===== src/rtl/cobs_pkg.sv =====
package cobs_pkg;

    localparam logic [7:0] COBS_DELIM = 8'h00;

    typedef enum logic [1:0] {
        PH_DISCARD = 2'd0,
        PH_CODE    = 2'd1,
        PH_PAYLOAD = 2'd2
    } cobs_phase_e;

endpackage


===== src/rtl/cobs_core.sv =====
module cobs_core
    import cobs_pkg::*;
#(
    parameter int MAX_LEN = 254,
    parameter int POS_W   = 8
) (
    input  logic             clk,
    input  logic             rst_n,
    input  logic             in_valid,
    input  logic [7:0]       in_data,
    input  logic             in_overrun,
    output logic             wr_en,
    output logic [POS_W-1:0] wr_addr,
    output logic [7:0]       wr_data,
    output logic             frame_done,
    output logic [POS_W-1:0] frame_len,
    output logic             frame_invalid
);

    localparam logic [POS_W-1:0] POS_LIMIT = POS_W'(MAX_LEN);

    typedef struct packed {
        cobs_phase_e      phase;
        logic [7:0]       skip;
        logic [POS_W-1:0] pos;
        logic             wr;
        logic [POS_W-1:0] addr;
        logic [7:0]       data;
        logic             done;
        logic [POS_W-1:0] len;
        logic             inv;
    } core_t;

    core_t st_d, st_q;

    always_comb begin
        st_d      = st_q;
        st_d.wr   = 1'b0;
        st_d.done = 1'b0;
        st_d.inv  = 1'b0;
        if (in_overrun) begin
            st_d.phase = PH_DISCARD;
            st_d.pos   = '0;
        end else if (in_valid) begin
            if (in_data == COBS_DELIM) begin
                st_d.done  = 1'b1;
                st_d.len   = st_q.pos;
                st_d.pos   = '0;
                st_d.phase = PH_CODE;
            end else begin
                unique case (st_q.phase)
                    PH_DISCARD: begin
                        st_d.phase = PH_DISCARD;
                    end
                    PH_CODE: begin
                        st_d.skip  = in_data;
                        st_d.phase = PH_PAYLOAD;
                    end
                    default: begin
                        if (st_q.pos == POS_LIMIT) begin
                            st_d.inv   = 1'b1;
                            st_d.pos   = '0;
                            st_d.phase = PH_DISCARD;
                        end else begin
                            st_d.wr   = 1'b1;
                            st_d.addr = st_q.pos;
                            st_d.pos  = st_q.pos + 1'b1;
                            if (st_q.skip == 8'd1) begin
                                st_d.data = 8'h00;
                                st_d.skip = in_data;
                            end else begin
                                st_d.data = in_data;
                                st_d.skip = st_q.skip - 8'd1;
                            end
                        end
                    end
                endcase
            end
        end
    end

    always_ff @(posedge clk) begin
        if (!rst_n) begin
            st_q       <= '0;
            st_q.phase <= PH_DISCARD;
        end else begin
            st_q <= st_d;
        end
    end

    assign wr_en         = st_q.wr;
    assign wr_addr       = st_q.addr;
    assign wr_data       = st_q.data;
    assign frame_done    = st_q.done;
    assign frame_len     = st_q.len;
    assign frame_invalid = st_q.inv;

endmodule


===== src/rtl/cobs_sat_counter.sv =====
module cobs_sat_counter #(
    parameter int W = 8
) (
    input  logic         clk,
    input  logic         rst_n,
    input  logic         hit,
    output logic [W-1:0] count
);

    localparam logic [W-1:0] TOP = {W{1'b1}};

    logic [W-1:0] cnt_d, cnt_q;

    always_comb begin
        cnt_d = cnt_q;
        if (hit && cnt_q != TOP) begin
            cnt_d = cnt_q + 1'b1;
        end
    end

    always_ff @(posedge clk) begin
        if (!rst_n) begin
            cnt_q <= '0;
        end else begin
            cnt_q <= cnt_d;
        end
    end

    assign count = cnt_q;

endmodule


===== src/rtl/cobs_rx_decoder.sv =====
module cobs_rx_decoder #(
    parameter int MAX_LEN = 254,
    parameter int CNT_W   = 8,
    localparam int POS_W  = $clog2(MAX_LEN + 1)
) (
    input  logic             clk,
    input  logic             rst_n,
    input  logic             in_valid,
    input  logic [7:0]       in_data,
    input  logic             in_overrun,
    output logic             wr_en,
    output logic [POS_W-1:0] wr_addr,
    output logic [7:0]       wr_data,
    output logic             frame_done,
    output logic [POS_W-1:0] frame_len,
    output logic             frame_invalid,
    output logic [CNT_W-1:0] overrun_count,
    output logic [CNT_W-1:0] invalid_count
);

    localparam int N_EVT = 2;

    logic             inv_pulse;
    logic [N_EVT-1:0] evt;
    logic [CNT_W-1:0] evt_cnt [N_EVT];

    cobs_core #(
        .MAX_LEN (MAX_LEN),
        .POS_W   (POS_W)
    ) u_core (
        .clk           (clk),
        .rst_n         (rst_n),
        .in_valid      (in_valid),
        .in_data       (in_data),
        .in_overrun    (in_overrun),
        .wr_en         (wr_en),
        .wr_addr       (wr_addr),
        .wr_data       (wr_data),
        .frame_done    (frame_done),
        .frame_len     (frame_len),
        .frame_invalid (inv_pulse)
    );

    assign frame_invalid = inv_pulse;
    assign evt           = {inv_pulse, in_overrun};

    for (genvar g = 0; g < N_EVT; g++) begin : g_evt
        cobs_sat_counter #(
            .W (CNT_W)
        ) u_cnt (
            .clk   (clk),
            .rst_n (rst_n),
            .hit   (evt[g]),
            .count (evt_cnt[g])
        );
    end

    assign overrun_count = evt_cnt[0];
    assign invalid_count = evt_cnt[1];

endmodule


===== config.mk =====
export PLATFORM = sky130hd
export DESIGN_NAME = cobs_rx_decoder
export DESIGN_NICKNAME = d
export VERILOG_FILES = /design/src/rtl/cobs_pkg.sv /design/src/rtl/cobs_core.sv /design/src/rtl/cobs_sat_counter.sv /design/src/rtl/cobs_rx_decoder.sv
export SDC_FILE = /design/constraint.sdc
export NUM_CORES = 1
export LEC_CHECK = 0
export BUFFER_PORTS_ARGS = -buffer_cell sky130_fd_sc_hd__buf_2
export CORE_UTILIZATION = 45
export CTS_CLUSTER_SIZE = 24
export DETAILED_ROUTE_END_ITERATION = 7
export PLACE_DENSITY = 0.77
export SLEW_MARGIN = 40
export SYNTH_ARGS = -nofsm -noshare
export SYNTH_HDL_FRONTEND = slang
export SYNTH_SLANG_ARGS = --single-unit

===== constraint.sdc =====
create_clock -name clk -period 4 [get_ports clk]
set_input_delay 0.2 -clock clk [delete_from_list [all_inputs] [get_ports clk]]
set_output_delay 0.2 -clock clk [all_outputs]
set_load 0.01 [all_outputs]

# Word-level counts from Yosys, hierarchy flattened
# Cells that the tools add are included.
[totals]
register_bits = 61
input_bits = 12
out_inout_bits = 43
wordCells = 56
[op_classes]
n_addsub = 4
n_eq_ne = 7
n_mux = 13
bitwise = 7
reduce_logical = 14
[ops]
columns = ["operator", "n"]
rows = [
  ["8-bit two-way mux", 5],
  ["25-bit two-way mux", 1],
  ["8-bit by 1-bit adder with 8-bit output (second input constant)", 3],
  ["17-bit two-way mux", 1],
  ["8-bit != test (second input constant)", 2],
  ["8-bit case mux with 2 select lines", 1],
  ["5-bit AND reduction", 2],
  ["9-bit two-way mux", 1],
  ["8-bit by 1-bit equality test with 1-bit output (second input constant)", 1],
  ["8-bit equality test (second input constant)", 1],
  ["8-bit logical NOT", 1],
  ["8-bit by 1-bit subtractor with 8-bit output (second input constant)", 1],
  ["1-bit NOT", 7],
  ["6-bit OR reduction", 1],
  ["2-bit two-way mux", 2],
  ["2-bit case mux with 2 select lines", 1],
  ["2-bit AND reduction", 2],
  ["4-bit nonzero test", 1],
  ["2-bit OR reduction", 2],
  ["3-bit AND reduction", 1],
  ["3-bit OR reduction", 1],
  ["2-bit by 1-bit equality test with 1-bit output (second input constant)", 1],
  ["1-bit logical AND", 2],
  ["2-bit logical NOT", 1],
  ["other kinds (3)", 3],
]

# Logic depth before layout (Yosys ltp)
[depth]
ltp_word = 5
depth_mapped = 8

# By module
# A second synthesis with hierarchy kept.
[unflattened]
cells_unflattened = 363
hier_area_um2 = 3084.2
[modules_own_cells]
columns = ["mod", "instances", "cells_per_inst", "area_each_um2", "seq_area_each_um2"]
rows = [
  ["cobs_core", 1, 269, 2275.9, 900.9],
  ["cobs_sat_counter", 2, 47, 404.1, 160.2],
]

# Worst setup path after synthesis
# OpenSTA, ideal clock, no wires.
[synth_path]
kind = "reg2reg"
startpoint = "register u_core.st_q[36] (netlist bit)"
endpoint = "register u_core.st_q[37] (netlist bit)"
t_arrival_ns = 1.653
required_time_ns = 3.883
setup_slack_ns = 2.230
path_stages_with_launch = 8
period_less_slack_ns = 1.770
path_cell_list = "dfxtp_1 -> inv_1 -> ha_1 -> nor3b_1 -> a21oi_1 -> nand2_1 -> o21ai_0 -> a32o_1"
[synth_between]
elab_chain_cells = 4
elab_cells_between_ends = 5
[synth_lines]
columns = ["item", "line_no", "text"]
rows = [
  ["start, declared", "cobs_core.sv:34", "core_t st_d, st_q;"],
  ["start signal, assigned", "cobs_core.sv:87", "st_q <= st_d;"],
  ["8-bit by 1-bit subtractor with 8-bit output or 8-bit by 1-bit equality test with 1-bit output (tied branches)", "cobs_core.sv:73, cobs_core.sv:68", ""],
  ["8-bit two-way mux *", "cobs_core.sv:68", "if (st_q.skip == 8'd1) begin"],
  ["8-bit two-way mux *", "cobs_core.sv:60", "if (st_q.pos == POS_LIMIT) begin"],
  ["8-bit case mux with 2 select lines *", "cobs_core.sv:51", "unique case (st_q.phase)"],
]
# Mark *: on every way between the ends. The rest lies on a longest branch, timed or not. The select of a mux whose other input is x is not followed.
# A chain may end at the register's enable or synchronous reset.

# Worst setup path in the final report
[layout_path]
startpoint = "register u_core.st_q[36] (netlist bit)"
endpoint = "register u_core.st_q[40] (netlist bit)"
# The elaborated chain is that of the path after synthesis.

==> impl_metrics.json <==
{
  "status": "complete, but fails checks",
  "violations": "DRC",
  "wl_mm": 6.50,
  "vias": 2632,
  "synth_cell_types": 58,
  "synth_nets": 386,
  "grt_max_degree": 36,
  "clockBufferDepth": 2,
  "port_buffers": 54,
  "total_leakage_power_nw": 1.40,
  "die_h_um": 84.3,
  "fin_crit_sh": 0.535,
  "power.density_mw_per_mm2": 377,
  "slew_viol_final": 0,
  "synth_top_area_cell": "dfxtp_1",
  "place_ws_ns": 1.91,
  "areaGrowthSynthToFinish_pct": 10.3,
  "layout_commonest_cell": "dfxtp_1",
  "drt_first_pass_iters": 7,
  "worst_pin_slew_ns": 0.692,
  "cts_setup_buffers": 0,
  "synth-async-reset-ratio": 0,
  "overflow": 0,
  "vdd_drop_max_v": 0.000189,
  "clock-root-buffer": "clkbuf_8",
  "r2r-start": "u_core.st_q[36]$_SDFFE_PN0P_",
  "holdPathStages": 3,
  "slew_headroom": 0.535,
  "postSynthAreaPerCell_um2": 8.29,
  "timing.rr.end": "u_core.st_q[40]$_SDFFE_PN0P_",
  "die_x_um": 84.3,
  "clkSlewWorstSetupHoldPaths_ns": 0.07,
  "yosysWarnings": 0,
  "critPathArrivalTime_ns": 2.39,
  "finalInstanceArea_mm2": 0.00336,
  "tns_ns": 0,
  "synth_edf_count": 0,
  "dp_hpwl_mm": 4.51,
  "rows": 29,
  "hp-class": "in -> reg",
  "place.gp.congestion": 0.881,
  "place_area_mm2": 0.00314,
  "clock_sinks": 61,
  "maxCapViolCount": 0,
  "grt_pass1_vias": 2283,
  "setup_viol": 0,
  "yosys_register_bits": 61,
  "grt_use_met2": 0.283,
  "rsz0062_at_grt": "false",
  "drive_above_1_share": 0.214,
  "nets": 410,
  "skew_ns": 0.00807,
  "num_antenna_cells": 0,
  "cts.repair.resized": 0,
  "drc_errors": 9,
  "critPathLaunchType": "flop",
  "synthCells": 368,
  "io_pins": 55,
  "gr-max-usage-layer": "met2",
  "criticalPathCategory": "reg -> reg",
  "min_from": "in_data[6]",
  "hold_buffers": 0,
  "grt_use_met3": 0.0649,
  "critPathCaptureType": "flop",
  "fmax_ghz": 0.468,
  "seq_area_frac_synth": 0.400,
  "cp_data_required_time_ns": 4.25,
  "grt_antenna_before_repair": 0,
  "htree_num_levels": 3,
  "floorplan.initialDensity": 0.472,
  "numCtsBuffers": 9,
  "mostFrequentLayoutCells": "dfxtp_1 (61), buf_2 (54), nand2_1 (50)",
  "fin_crit_ns": 2.14,
  "grt_pass1_wl_mm": 10.6,
  "dieArea_mm2": 0.00711,
  "hold_viol": 0,
  "min_to": "u_core.wr_data[6]$_SDFFE_PN0P_",
  "syn_area_mm2": 0.00305,
  "rrSetupSlack_ns": 1.86,
  "wl_per_cell_um": 13.7,
  "synth_top_area_frac": 0.400,
  "final_util": 0.521,
  "avgViaCountPerCell": 5.55,
  "ff2ff_path_depth": 7,
  "drtIter0Drc": 195,
  "worstPathMaxFanout": 7,
  "antenna_left": 0,
  "grtUsageTotal": 0.188,
  "placeableCoreArea_mm2": 0.00646,
  "globalRouteMet1Util": 0.249,
  "insertion_delay_ns": 0.35,
  "setup_ws_ns": 1.86,
  "ys.flop_type": "dfxtp_1",
  "cts_tree": "done",
  "synth_area_leaders": "dfxtp_1 (40%), buf_4 (6.2%), nand2_1 (6.2%)"
}
[sequential cells by signal, summed over array words and instances, names as in the netlist]
register              count
u_core.st_q              18
g_evt.u_cnt.count        16
u_core.frame_len          8
u_core.wr_addr            8
u_core.wr_data            8
u_core.frame_done         1
u_core.frame_invalid      1
u_core.wr_en              1
[area by class of cell]
cell class | instances | area (um2)
tap | 77 | 96.3
multi-input combinational | 254 | 1510
clock buffer | 9 | 124
clock inverter | 7 | 97.6
sequential | 61 | 1220
inverter | 12 | 45.0
fill | 629 | 3090
timing repair buffer | 54 | 270
[per-stage QoR]
| stage | hold slack (ns) | power, mW | cells |
|---|---|---|---|
| after CTS | 0.102 | 1.28 | 474 |
| after global routing | 0.0956 | 1.31 | 474 |
| after floorplan | 0.330 | 0.650 | 368 |
| final | 0.121 | 1.27 | 474 |
| after detailed placement | 0.452 | 0.666 | 458 |
| after global placement | 0.443 | 0.665 | 458 |
[routing by layer]
layer	wire length (um)	up-vias	part of all wire
li1	-	1307	-
met1	3120	1229	0.48
met2	2860	83	0.44
met3	431	13	0.066
met4	94	0	0.014
met5	0	-	0
[cells in the mapped netlist (all sizes together) (2+ instances only)]
master and number:
nor3 11, xnor2 8, o31ai 3, nand3 27, nor2b 3, o22ai 3, or3 7, nor4 5
nor2 36, inv 12, clkbuf 10, a21o 2, nand2 51, a211oi 2, dfxtp 61, ha 6
a21oi 18, a31o 2, o311a 2, o21ai 28, nand4 4, mux2i 12, o32ai 2, xor2 3
or4 2, buf 31
[cell families after synthesis]
kind of cell | after synthesis | share of synthesized area
buf+inv | 53 | 0.105
flops | 61 | 0.400
fa+ha+maj | 6 | 0.0246
xor+xnor | 11 | 0.0316
simple gates | 153 | 0.248
mux | 12 | 0.0394
compound gates | 72 | 0.152
[worst max-delay path by stage]
stage | from | to | slack [ns] | cells past startpoint
4_1_cts | u_core.st_q[36]$_SDFFE_PN0P_ | u_core.st_q[40]$_SDFFE_PN0P_ | 1.89 | 7
3_5_place_dp | u_core.st_q[36]$_SDFFE_PN0P_ | u_core.st_q[40]$_SDFFE_PN0P_ | 1.91 | 7
3_3_place_gp | rst_n | u_core.wr_data[5]$_SDFFE_PN0P_ | 1.74 | 5
5_1_grt | u_core.st_q[36]$_SDFFE_PN0P_ | u_core.st_q[37]$_SDFFE_PN0P_ | 1.61 | 7
2_1_floorplan | u_core.st_q[36]$_SDFFE_PN0P_ | u_core.st_q[37]$_SDFFE_PN0P_ | 2.23 | 7
6_report | u_core.st_q[36]$_SDFFE_PN0P_ | u_core.st_q[40]$_SDFFE_PN0P_ | 1.86 | 7
[where the power goes]
group / internal (mW) / switching, mW / total, mW
clock: 0.353 / 0.262 / 0.616
combinational: 0.0117 / 0.0288 / 0.0405
sequential: 0.609 / 0.00231 / 0.611
[critical path, stage by stage (launching register included)]
cell and delay, ns:
dfxtp_1 0.34, inv_1 0.11, ha_1 0.16, nor3b_1 0.58
a21oi_1 0.34, o21ai_0 0.18, a21oi_1 0.09, a31o_2 0.23
Note: power is estimated with default switching activity, not from simulation.
